## config.mk

```make
export PLATFORM = sky130hd
export DESIGN_NAME = tx_gate_sched
export DESIGN_NICKNAME = d
export VERILOG_FILES = /design/src/rtl/tgs_pkg.sv /design/src/rtl/tgs_cfg_regs.sv /design/src/rtl/tgs_queue_gate.sv /design/src/rtl/tx_gate_sched.sv
export SDC_FILE = /design/constraint.sdc
export NUM_CORES = 2
export LEC_CHECK = 0
export BUFFER_PORTS_ARGS = -buffer_cell sky130_fd_sc_hd__buf_2
export CORE_MARGIN = 1
export CORE_UTILIZATION = 36
export CTS_BUF_LIST = sky130_fd_sc_hd__clkbuf_4
export CTS_CLUSTER_DIAMETER = 80
export DETAILED_ROUTE_END_ITERATION = 16
export SLEW_MARGIN = 20
export SYNTH_ARGS = -nofsm -noshare
export SYNTH_HDL_FRONTEND = slang
export SYNTH_SLANG_ARGS = --single-unit
```

## constraint.sdc

```tcl
create_clock -name clk -period 29.7 [get_ports clk]
set_input_delay 1.485 -clock clk [delete_from_list [all_inputs] [get_ports clk]]
set_output_delay 1.485 -clock clk [all_outputs]
set_load 0.005 [all_outputs]
```

## src/rtl/tgs_pkg.sv

```systemverilog
package tgs_pkg;
    typedef enum logic [1:0] {
        ST_IDLE  = 2'd0,
        ST_ALIGN = 2'd1,
        ST_RUN   = 2'd2
    } tgs_state_e;

    localparam int unsigned NS_PER_SEC      = 1000000000;
    localparam int unsigned SCHED_MAX_BYTES = 1600;
    localparam int unsigned JUMBO_MAX_BYTES = 9728;
endpackage

```

## src/rtl/tgs_cfg_regs.sv

```systemverilog
// Shadow copy of the programmed plan; the running copy lives in the top.
module tgs_cfg_regs
    import tgs_pkg::*;
#(
    parameter int NQ    = 4,
    parameter int TW    = 48,
    parameter int OFFW  = 32,
    parameter int SECW  = 16,
    parameter int DW    = 32,
    parameter int ADDRW = 4
) (
    input  logic                     clk,
    input  logic                     rst_n,
    input  logic                     we,
    input  logic [ADDRW-1:0]         addr,
    input  logic [DW-1:0]            wdata,
    output logic [TW-1:0]            base_abs,
    output logic [OFFW-1:0]          sh_cyc,
    output logic [NQ-1:0]            sh_strict,
    output logic [NQ-1:0][OFFW-1:0]  sh_st,
    output logic [NQ-1:0][OFFW-1:0]  sh_en
);
    typedef struct packed {
        logic [29:0]             nsec;
        logic [SECW-1:0]         sec;
        logic [OFFW-1:0]         cyc;
        logic [NQ-1:0]           strict;
        logic [NQ-1:0][OFFW-1:0] st;
        logic [NQ-1:0][OFFW-1:0] en;
    } shadow_t;

    shadow_t s_d, s_q;

    always_comb begin
        s_d = s_q;
        if (we) begin
            unique case (int'(addr))
                0: s_d.nsec   = wdata[29:0];
                1: s_d.sec    = wdata[SECW-1:0];
                2: s_d.cyc    = wdata[OFFW-1:0];
                3: s_d.strict = wdata[NQ-1:0];
                default: begin
                    for (int q = 0; q < NQ; q++) begin
                        if (int'(addr) == 4 + 2 * q) s_d.st[q] = wdata[OFFW-1:0];
                        if (int'(addr) == 5 + 2 * q) s_d.en[q] = wdata[OFFW-1:0];
                    end
                end
            endcase
        end
    end

    always_ff @(posedge clk or negedge rst_n) begin
        if (!rst_n) begin
            s_q.nsec   <= '0;
            s_q.sec    <= '0;
            s_q.cyc    <= OFFW'(NS_PER_SEC);
            s_q.strict <= '0;
            for (int q = 0; q < NQ; q++) begin
                s_q.st[q] <= '0;
                s_q.en[q] <= OFFW'(NS_PER_SEC);
            end
        end else begin
            s_q <= s_d;
        end
    end

    assign base_abs  = TW'(s_q.sec) * TW'(NS_PER_SEC) + TW'(s_q.nsec);
    assign sh_cyc    = s_q.cyc;
    assign sh_strict = s_q.strict;
    assign sh_st     = s_q.st;
    assign sh_en     = s_q.en;
endmodule

```

## src/rtl/tgs_queue_gate.sv

```systemverilog
// Window test and frame-fit admission for one queue.
module tgs_queue_gate
    import tgs_pkg::*;
#(
    parameter int TW   = 48,
    parameter int OFFW = 32,
    parameter int LENW = 14,
    parameter int NPBW = 4
) (
    input  logic            idle,
    input  logic            live,
    input  logic [TW-1:0]   now,
    input  logic [TW-1:0]   cs,
    input  logic [OFFW-1:0] start_off,
    input  logic [OFFW-1:0] end_off,
    input  logic            strict,
    input  logic [LENW-1:0] len,
    input  logic [NPBW-1:0] npb,
    output logic            gate,
    output logic            admit
);
    localparam int DURW = LENW + 3 + NPBW;

    logic [TW-1:0]   elapsed;
    logic [TW-1:0]   win_end;
    logic [TW-1:0]   finish;
    logic [DURW-1:0] dur;
    logic            in_win;
    logic            len_ok;
    logic            fits;

    assign elapsed = now - cs;
    assign win_end = cs + TW'(end_off);
    assign dur     = DURW'({len, 3'b000}) * DURW'(npb);
    assign finish  = now + TW'(dur);
    assign in_win  = live && (elapsed >= TW'(start_off)) && (elapsed < TW'(end_off));
    assign fits    = finish <= win_end;
    assign len_ok  = idle ? (32'(len) <= JUMBO_MAX_BYTES) : (32'(len) <= SCHED_MAX_BYTES);

    assign gate  = idle | in_win;
    assign admit = gate & len_ok & (idle | ~strict | fits);
endmodule

```

## src/rtl/tx_gate_sched.sv

```systemverilog
module tx_gate_sched
    import tgs_pkg::*;
#(
    parameter int NQ   = 4,
    parameter int TW   = 48,
    parameter int OFFW = 32,
    parameter int SECW = 16,
    parameter int LENW = 14,
    parameter int NPBW = 4,
    parameter int DW   = 32,
    localparam int ADDRW = $clog2(4 + 2 * NQ)
) (
    input  logic                 clk,
    input  logic                 rst_n,
    input  logic [TW-1:0]        now_ns,
    input  logic                 sched_en,
    input  logic                 cfg_we,
    input  logic [ADDRW-1:0]     cfg_addr,
    input  logic [DW-1:0]        cfg_wdata,
    input  logic [NQ*LENW-1:0]   frame_len,
    input  logic [NPBW-1:0]      ns_per_bit,
    output logic [NQ-1:0]        gate_open,
    output logic [NQ-1:0]        admit
);
    typedef struct packed {
        tgs_state_e              state;
        logic [TW-1:0]           cs;
        logic [OFFW-1:0]         cyc;
        logic [NQ-1:0]           strict;
        logic [NQ-1:0][OFFW-1:0] st;
        logic [NQ-1:0][OFFW-1:0] en;
    } run_t;

    run_t r_d, r_q;

    logic [TW-1:0]           base_abs;
    logic [OFFW-1:0]         sh_cyc;
    logic [NQ-1:0]           sh_strict;
    logic [NQ-1:0][OFFW-1:0] sh_st;
    logic [NQ-1:0][OFFW-1:0] sh_en;
    logic                    is_idle;
    logic                    is_live;

    tgs_cfg_regs #(
        .NQ(NQ), .TW(TW), .OFFW(OFFW), .SECW(SECW), .DW(DW), .ADDRW(ADDRW)
    ) u_cfg (
        .clk       (clk),
        .rst_n     (rst_n),
        .we        (cfg_we),
        .addr      (cfg_addr),
        .wdata     (cfg_wdata),
        .base_abs  (base_abs),
        .sh_cyc    (sh_cyc),
        .sh_strict (sh_strict),
        .sh_st     (sh_st),
        .sh_en     (sh_en)
    );

    // r_d doubles as the plan in force during this clock when running.
    always_comb begin
        r_d = r_q;
        unique case (r_q.state)
            ST_IDLE: begin
                if (sched_en) begin
                    r_d.state  = ST_ALIGN;
                    r_d.cs     = base_abs;
                    r_d.cyc    = sh_cyc;
                    r_d.strict = sh_strict;
                    r_d.st     = sh_st;
                    r_d.en     = sh_en;
                end
            end
            ST_ALIGN: begin
                if (r_q.cs > now_ns) r_d.state = ST_RUN;
                else                 r_d.cs    = r_q.cs + TW'(r_q.cyc);
            end
            ST_RUN: begin
                if (now_ns >= r_q.cs + TW'(r_q.cyc)) begin
                    r_d.cs     = r_q.cs + TW'(r_q.cyc);
                    r_d.cyc    = sh_cyc;
                    r_d.strict = sh_strict;
                    r_d.st     = sh_st;
                    r_d.en     = sh_en;
                end
            end
            default: r_d.state = ST_IDLE;
        endcase
    end

    always_ff @(posedge clk or negedge rst_n) begin
        if (!rst_n) begin
            r_q.state  <= ST_IDLE;
            r_q.cs     <= '0;
            r_q.cyc    <= OFFW'(NS_PER_SEC);
            r_q.strict <= '0;
            for (int q = 0; q < NQ; q++) begin
                r_q.st[q] <= '0;
                r_q.en[q] <= OFFW'(NS_PER_SEC);
            end
        end else begin
            r_q <= r_d;
        end
    end

    assign is_idle = (r_q.state == ST_IDLE);
    assign is_live = (r_q.state == ST_RUN) && (now_ns >= r_d.cs);

    for (genvar q = 0; q < NQ; q++) begin : g_q
        tgs_queue_gate #(
            .TW(TW), .OFFW(OFFW), .LENW(LENW), .NPBW(NPBW)
        ) u_q (
            .idle      (is_idle),
            .live      (is_live),
            .now       (now_ns),
            .cs        (r_d.cs),
            .start_off (r_d.st[q]),
            .end_off   (r_d.en[q]),
            .strict    (r_d.strict[q]),
            .len       (frame_len[q*LENW +: LENW]),
            .npb       (ns_per_bit),
            .gate      (gate_open[q]),
            .admit     (admit[q])
        );
    end

    logic [1:0]      st_now;
    logic [TW-1:0]   cs_now;
    logic [OFFW-1:0] cyc_now;
    assign st_now  = r_q.state;
    assign cs_now  = r_q.cs;
    assign cyc_now = r_q.cyc;
endmodule

```

; ---- After elaboration in Yosys (flattened, before gate mapping)
; Index checks and enable logic that the tools add are counted.
[totals]
regBits = 680
inputBits = 148
output_inout_bits = 8
word_cells = 143
[op_classes]
n_addsub = 11
multipliers = 5
magnitude_cmp = 23
n_eq_ne = 16
n_mux = 11
n_bitwise = 26
n_reduce_logical = 27
[ops]
columns = op, n
row1 = $pmux 292 s2, 1
row2 = $mux 342, 1
row3 = $mux 340, 1
row4 = $add 48x32->48, 5
row5 = $add 48x21->48, 4
row6 = $ge 48x32->1, 4
row7 = $le 48x48->1, 4
row8 = $lt 48x32->1, 4
row9 = $pmux 48 s3, 1
row10 = $ge 48x48->1, 2
row11 = $mul 14x4->18, 4
row12 = $le 14x11->1 const B, 4
row13 = $le 14x14->1 const B, 4
row14 = $gt 48x48->1, 1
row15 = $mux 48, 1
row16 = $sub 48x48->48, 1
row17 = $add 46x30->47, 1
row18 = $mul 16x21->37 const B, 1
row19 = $eq 4x4->1 const B, 8
row20 = $reduce_and 3->1, 10
row21 = $or 1x1->1, 12
row22 = $logic_and 1x1->1, 9
row23 = $and 1x1->1, 8
row24 = $eq 4x2->1 const B, 2
row25 = 13 further kinds, 26

; ---- Longest topological paths before layout
[logic_depth]
ltp_word = 11
depth_mapped = 59
depth_no_buf = 54

; ---- Modules after synthesis
; From an unflattened synthesis, not the netlist that was laid out.
[hier_totals]
hier_cells = 9473
area_unflattened_um2 = 83461.3
[by_module_without_submodules]
columns = mod, instances, cells_per_inst, area_per_inst_um2, seq_area_each_um2
row1 = tgs_cfg_regs, 1, 2012, 23251.0, 8539.4
row2 = tx_gate_sched, 1, 1602, 18707.9, 8639.5
row3 = tgs_queue_gate (g_q[1].u_q), 1, 1488, 10498.8, 0.0
row4 = tgs_queue_gate (g_q[2].u_q), 1, 1472, 10415.0, 0.0
row5 = tgs_queue_gate (g_q[3].u_q), 1, 1447, 10296.1, 0.0
row6 = tgs_queue_gate (g_q[0].u_q), 1, 1452, 10292.4, 0.0

; ---- Worst setup path after synthesis
; No wires, ideal clock.
[synth_timing]
path_kind = register to output
from = reg r_q, in the netlist cs_now[0]
to = out admit[1]
arrival_ps = 11303
t_required_ps = 28215
setup_slack_ps = 16912
path_stages_with_launch = 57
path_buffers = 4
path_cell_list = dfrtp_1 ha_1 inv_1 fa_1 nor2b_1 o31ai_1 a211o_1 a21boi_0 o21ai_0 o21ai_0 a311oi_1 o21ai_0 nand2_1 nor2_1 nand3_1 xor2_1 ha_1 o21ai_0 (+21 left out) nor2b_1 o21ai_0 a21oi_1 nor2b_1 xnor2_1 ha_1 nand4_1 nor2_1 inv_1 nor4_1 nand3_1 nand4_1 nor3_1 nor2_1 nor2_1 a31oi_1 o22ai_1 buf_4
[synth_via]
elab_chain_len = 11
elab_cells_between_ends = 23
classes_between = 3 x add/sub / 6 x order compare / 5 x mux / 6 x bitwise / 3 x reduce/logical
[synth_lines]
columns = item, line
row1 = start: declaration, tx_gate_sched.sv:34  ; run_t r_d, r_q;
row2 = start signal: assignment, tx_gate_sched.sv:101  ; r_q <= r_d;
row3 = $add 48x32->48, "tx_gate_sched.sv:75, tx_gate_sched.sv:78, tx_gate_sched.sv:79"
row4 = $ge 48x48->1, tx_gate_sched.sv:78  ; if (now_ns >= r_q.cs + TW'(r_q.cyc)) begin
row5 = $mux 340, tx_gate_sched.sv:78
row6 = $pmux 48 s3 (*), tx_gate_sched.sv:62  ; unique case (r_q.state)
row7 = via g_q[0].u_q.cs[1], tgs_queue_gate.sv:13  ; input logic [TW-1:0] cs,
row8 = $sub 48x48->48 or $ge 48x48->1 (tied branches), "tgs_queue_gate.sv:32, tx_gate_sched.sv:106"
row9 = $ge 48x32->1 or $logic_and 1x1->1 (tied branches), "tgs_queue_gate.sv:36, tx_gate_sched.sv:106"
row10 = $logic_and 1x1->1 (2 in series), tgs_queue_gate.sv:36  ; assign in_win = live && (elapsed >= TW'(start_off)) && (elapsed < TW'(end_off));
row11 = $or 1x1->1, tgs_queue_gate.sv:40  ; assign gate = idle | in_win;
row12 = $and 1x1->1, tgs_queue_gate.sv:41  ; assign admit = gate & len_ok & (idle | ~strict | fits);
row13 = $and 1x1->1 (*), tgs_queue_gate.sv:41
row14 = end: declaration, tx_gate_sched.sv:23  ; output logic [NQ-1:0] admit
; Mark *: on every way through the listed nets, which the timed path passes. The rest lies on a longest branch. The select of a mux whose other input is x is not followed.

; ---- Worst setup path after layout
[layout_timing]
from = reg r_q, in the netlist cs_now[0]
to = out admit[0]
; Same word-level chain as after synthesis.

==> metrics.md <==
| Metric | Value |
|---|---|
| Outcome | `complete, no violations` |
| Ys Warns | `0` |
| Register bit total from synthesis | `680` |
| Measured slew at the worst slew-check pin | `about 1.2 ns` |
| Share of cells above drive strength 1 | `0.142` |
| Routed vias | `slightly below 60000` |
| Post-route cell area | `76700 µm²` |
| Total global-route track usage | `0.261` |
| First-pass GRT wire length | `between 300000 and 400000 µm` |
| Syn Inst Count | `7754` |
| Crit path top cell by count | `o21ai_0` |
| Post-synthesis cell area | `around 70000 µm²` |
| Vias in the first global route | `between 50000 and 60000` |
| Setup Skew | `between 0.06 and 0.07 ns` |
| Boundary Pins | `~160` |
| Post-synthesis async set-or-reset flop share | `1.00` |
| Period utilization | `0.603` |
| DR top layer | `met5` |
| Fin crit period | `between 15 and 20 ns` |
| Post_cts resized | `0` |
| Post-detail-place hpwl | `between 200000 and 250000 µm` |
| Proportion of synthesized chip area in sequential cells | `0.245` |
| # nets final | `about 9400` |
| Number of flops mapped to enable cells by yosys | `0` |
| Reg2Reg Setup Slack | `a little over 20 ns` |
| FF-to-FF End | `r_q[126]` |
| Largest net degree at the start of global routing | `between 100 and 150` |
| Met1 wire length | `around 120000 µm` |
| Die height | `~440 µm` |
| Vias/cell | `between 5 and 6` |
| CTS sink count | `680` |
| Synthesized net count | `9218` |
| DR WL met3 | `between 15000 and 20000 µm` |
| Post-Place Setup Slack | `between 10 and 15 ns` |
| Slowest library cell on the worst path | `o21ai_0` |
| Setup TNS | `0 ns` |
| Root Driver | `clkbuf_4` |
| Clk buf depth | `3` |
| Area Growth Syn to Fin | `9.43%` |
| Crit path kind | `register to output pin` |
| Rel. slew slack | `0.174` |
| Post-DP Area | `74100 µm²` |
| RSZ-0062 raised after global routing | `false` |
| Final WL | `approximately 260000 µm` |
| Initial antenna violation count | `16` |
| CORE AREA | `about 190000 µm²` |
| DIE AREA | `around 200000 µm²` |
| Initial Utilization | `0.363` |
| Final setup margin | `~12 ns` |
| Fillers | `19357` |
| Routed length on met2 | `around 110000 µm` |
| CTS tree | `built` |
| PortBufs | `around 160` |
| Final setup viols | `0` |
| Crit path launch type | `register` |
| Peak Freq | `around 56 MHz` |
| Rows | `around 160` |
| Distinct cells, synth | `101` |
| Clk Latency, worst-skew pair | `1.22 ns` |
| Max-cap viol count | `0` |
| Worst Path Max Fanout | `40` |
| Cts hold-fix bufs | `0` |
| Crit path DAT | `16.42 ns` |
| Routability congestion estimate | `around 1` |
| DRC | `0` |
| Worst min path class | `primary input to async pin` |
| Final hold violations | `0` |
| First-pass iteration count of the detailed router | `6` |
| Postcts setup bufs | `0` |
| Clock H-tree levels | `4` |
| Post-synth top flop | `dfrtp_1` |
| ANT nets after route | `0` |
| Die W | `around 440 µm` |
| Clk pin slew, worst setup/hold paths | `about 0.060 ns` |
| Data required, critical path | `around 28 ns` |
| Critical path capture point type | `output pin` |
| Worst r2r path cells | `27` |
| Wire length per cell | `24.4 µm` |
| Slew Viols, Final | `0` |
| Grt ovf | `0` |
| Num CTS Buffers | `190` |
| FF-to-FF Start | `cs_now[0]` |
| Avg Inst Size Synth | `between 9 and 10 µm²` |
| Detailed router's first-iteration violation count | `~4700` |
| Max incr delay on CP | `just over 0.6 ns` |
[cells in the mapped netlist (25+ instances only)]
master / n / area share
or2_2: 29 / 0.0026
a211o_1: 27 / 0.0034
nand4_1: 158 / 0.014
a221o_1: 26 / 0.0037
buf_1: 41 / 0.0022
clkbuf_1: 183 / 0.0098
ha_1: 1081 / 0.19
nor2b_1: 124 / 0.011
nand2b_1: 252 / 0.022
a21boi_0: 38 / 0.0041
a21oi_1: 442 / 0.032
a21o_1: 226 / 0.024
o21bai_1: 38 / 0.0041
and2_1: 124 / 0.011
nand3_1: 122 / 0.0087
nor2_1: 390 / 0.021
and3_1: 46 / 0.0041
nand2_1: 593 / 0.032
a211oi_1: 56 / 0.0060
mux2i_1: 159 / 0.023
dfrtp_1: 550 / 0.20
o21a_1: 125 / 0.013
or3_1: 30 / 0.0027
nor4_1: 46 / 0.0041
nor3_1: 95 / 0.0068
mux2_2: 344 / 0.055
xnor2_1: 372 / 0.046
fa_1: 235 / 0.067
dfstp_2: 130 / 0.049
a31oi_1: 25 / 0.0022
inv_1: 799 / 0.043
xor2_1: 129 / 0.016
o21ai_0: 406 / 0.029
[layout by cell type (no fill, tap or decap), types with 21 or more instances in the layout]
cell type,Yosys,routed
nor2b_1,124,124
buf_4,8,101
mux2_2,344,344
nand4_1,158,158
o21bai_1,38,38
nand3_1,122,122
or2_2,29,29
nand2_1,593,593
nor4_1,46,42
buf_2,10,154
and3_1,46,46
o21ai_0,406,401
xnor2_1,372,364
o211ai_1,22,22
dfrtp_1,550,549
diode_2,0,21
or3_1,30,30
a21oi_1,442,440
mux2i_1,159,159
a211o_1,27,27
a31oi_1,25,25
nor3_1,95,94
a211oi_1,56,55
o21a_1,125,125
and2_1,124,125
a21boi_0,38,38
xor2_1,129,125
clkbuf_4,0,290
o31ai_1,24,24
ha_1,1081,1081
nand2b_1,252,249
inv_1,799,799
a221o_1,26,26
fa_1,235,235
a21o_1,226,226
dfstp_2,130,130
nor2_1,390,383
clkinv_1,9,39
[kinds of logic (layout without fill, tap and decap cells)]
family | after synthesis | in the layout | synth area share
compound gates | 1627 | 1627 | 0.149
xor+xnor | 501 | 501 | 0.0626
fa+ha+maj | 1320 | 1320 | 0.261
buf+inv | 1057 | 1422 | 0.0572
flops | 680 | 680 | 0.245
mux | 503 | 503 | 0.0779
other cells | 0 | 21 | 0
simple gates | 2066 | 2066 | 0.148
[registers in the layout (all words and copies together) (netlist names)]
signal / flops
st_now: 2
u_cfg.sh_cyc: 32
u_cfg.sh_strict: 4
u_cfg.sh_en: 128
cyc_now: 32
r_q: 260
cs_now: 48
u_cfg.sh_st: 128
u_cfg.s_q: 46
[how the worst max path moves through the flow]
| stage | from | end | cells past startpoint |
|---|---|---|---|
| final | cs_now[0] | admit[0] | 54 |
| after floorplan | cs_now[0] | admit[1] | 56 |
| after detailed placement | cs_now[0] | admit[1] | 54 |
| after global routing | cs_now[0] | admit[1] | 54 |
| after CTS | cs_now[0] | admit[1] | 54 |
| after global placement | cs_now[0] | admit[1] | 54 |
[layer usage]
metal,up-vias,global-route usage
met5,-,0
met4,4,0.0819
met3,355,0.0396
met2,1899,0.404
met1,29363,0.372
li1,27629,-
[cell type report]
class	instances	area (µm²)	area share
Clock inverter	60	365	0.00476
Inverter	814	3060	0.0398
Antenna cell	21	52.6	0.000685
Timing Repair Buffer	258	1600	0.0208
Clock buffer	290	2180	0.0284
Sequential cell	680	17200	0.224
Tap cell	2526	3160	0.0412
Multi-Input combinational cell	6017	49100	0.640
[worst max-delay path, delay by kind of cell, from the launching register on]
family	cells	cell delay, ns
AOI/OAI and AO/OA	26	8.23
xor gates and xnor gates	2	0.29
adders and majority gates	6	2.02
buffers and inverters	3	0.61
DFF	1	0.35
and+or+nand+nor	17	3.62
[through the flow]
step / cells / hold WS, ns / util
2_1_floorplan: 7754 / 0.454 / -
6_report: 10666 / 0.356 / 0.398
3_3_place_gp: 10293 / 0.468 / 0.384
5_1_grt: 10660 / 0.305 / 0.398
3_5_place_dp: 10294 / 0.475 / 0.384
4_1_cts: 10644 / 0.296 / 0.397
Power is left out: the tool's default activity adds up to more than one toggle a clock period on the data nets, which glitch-free logic cannot reach.
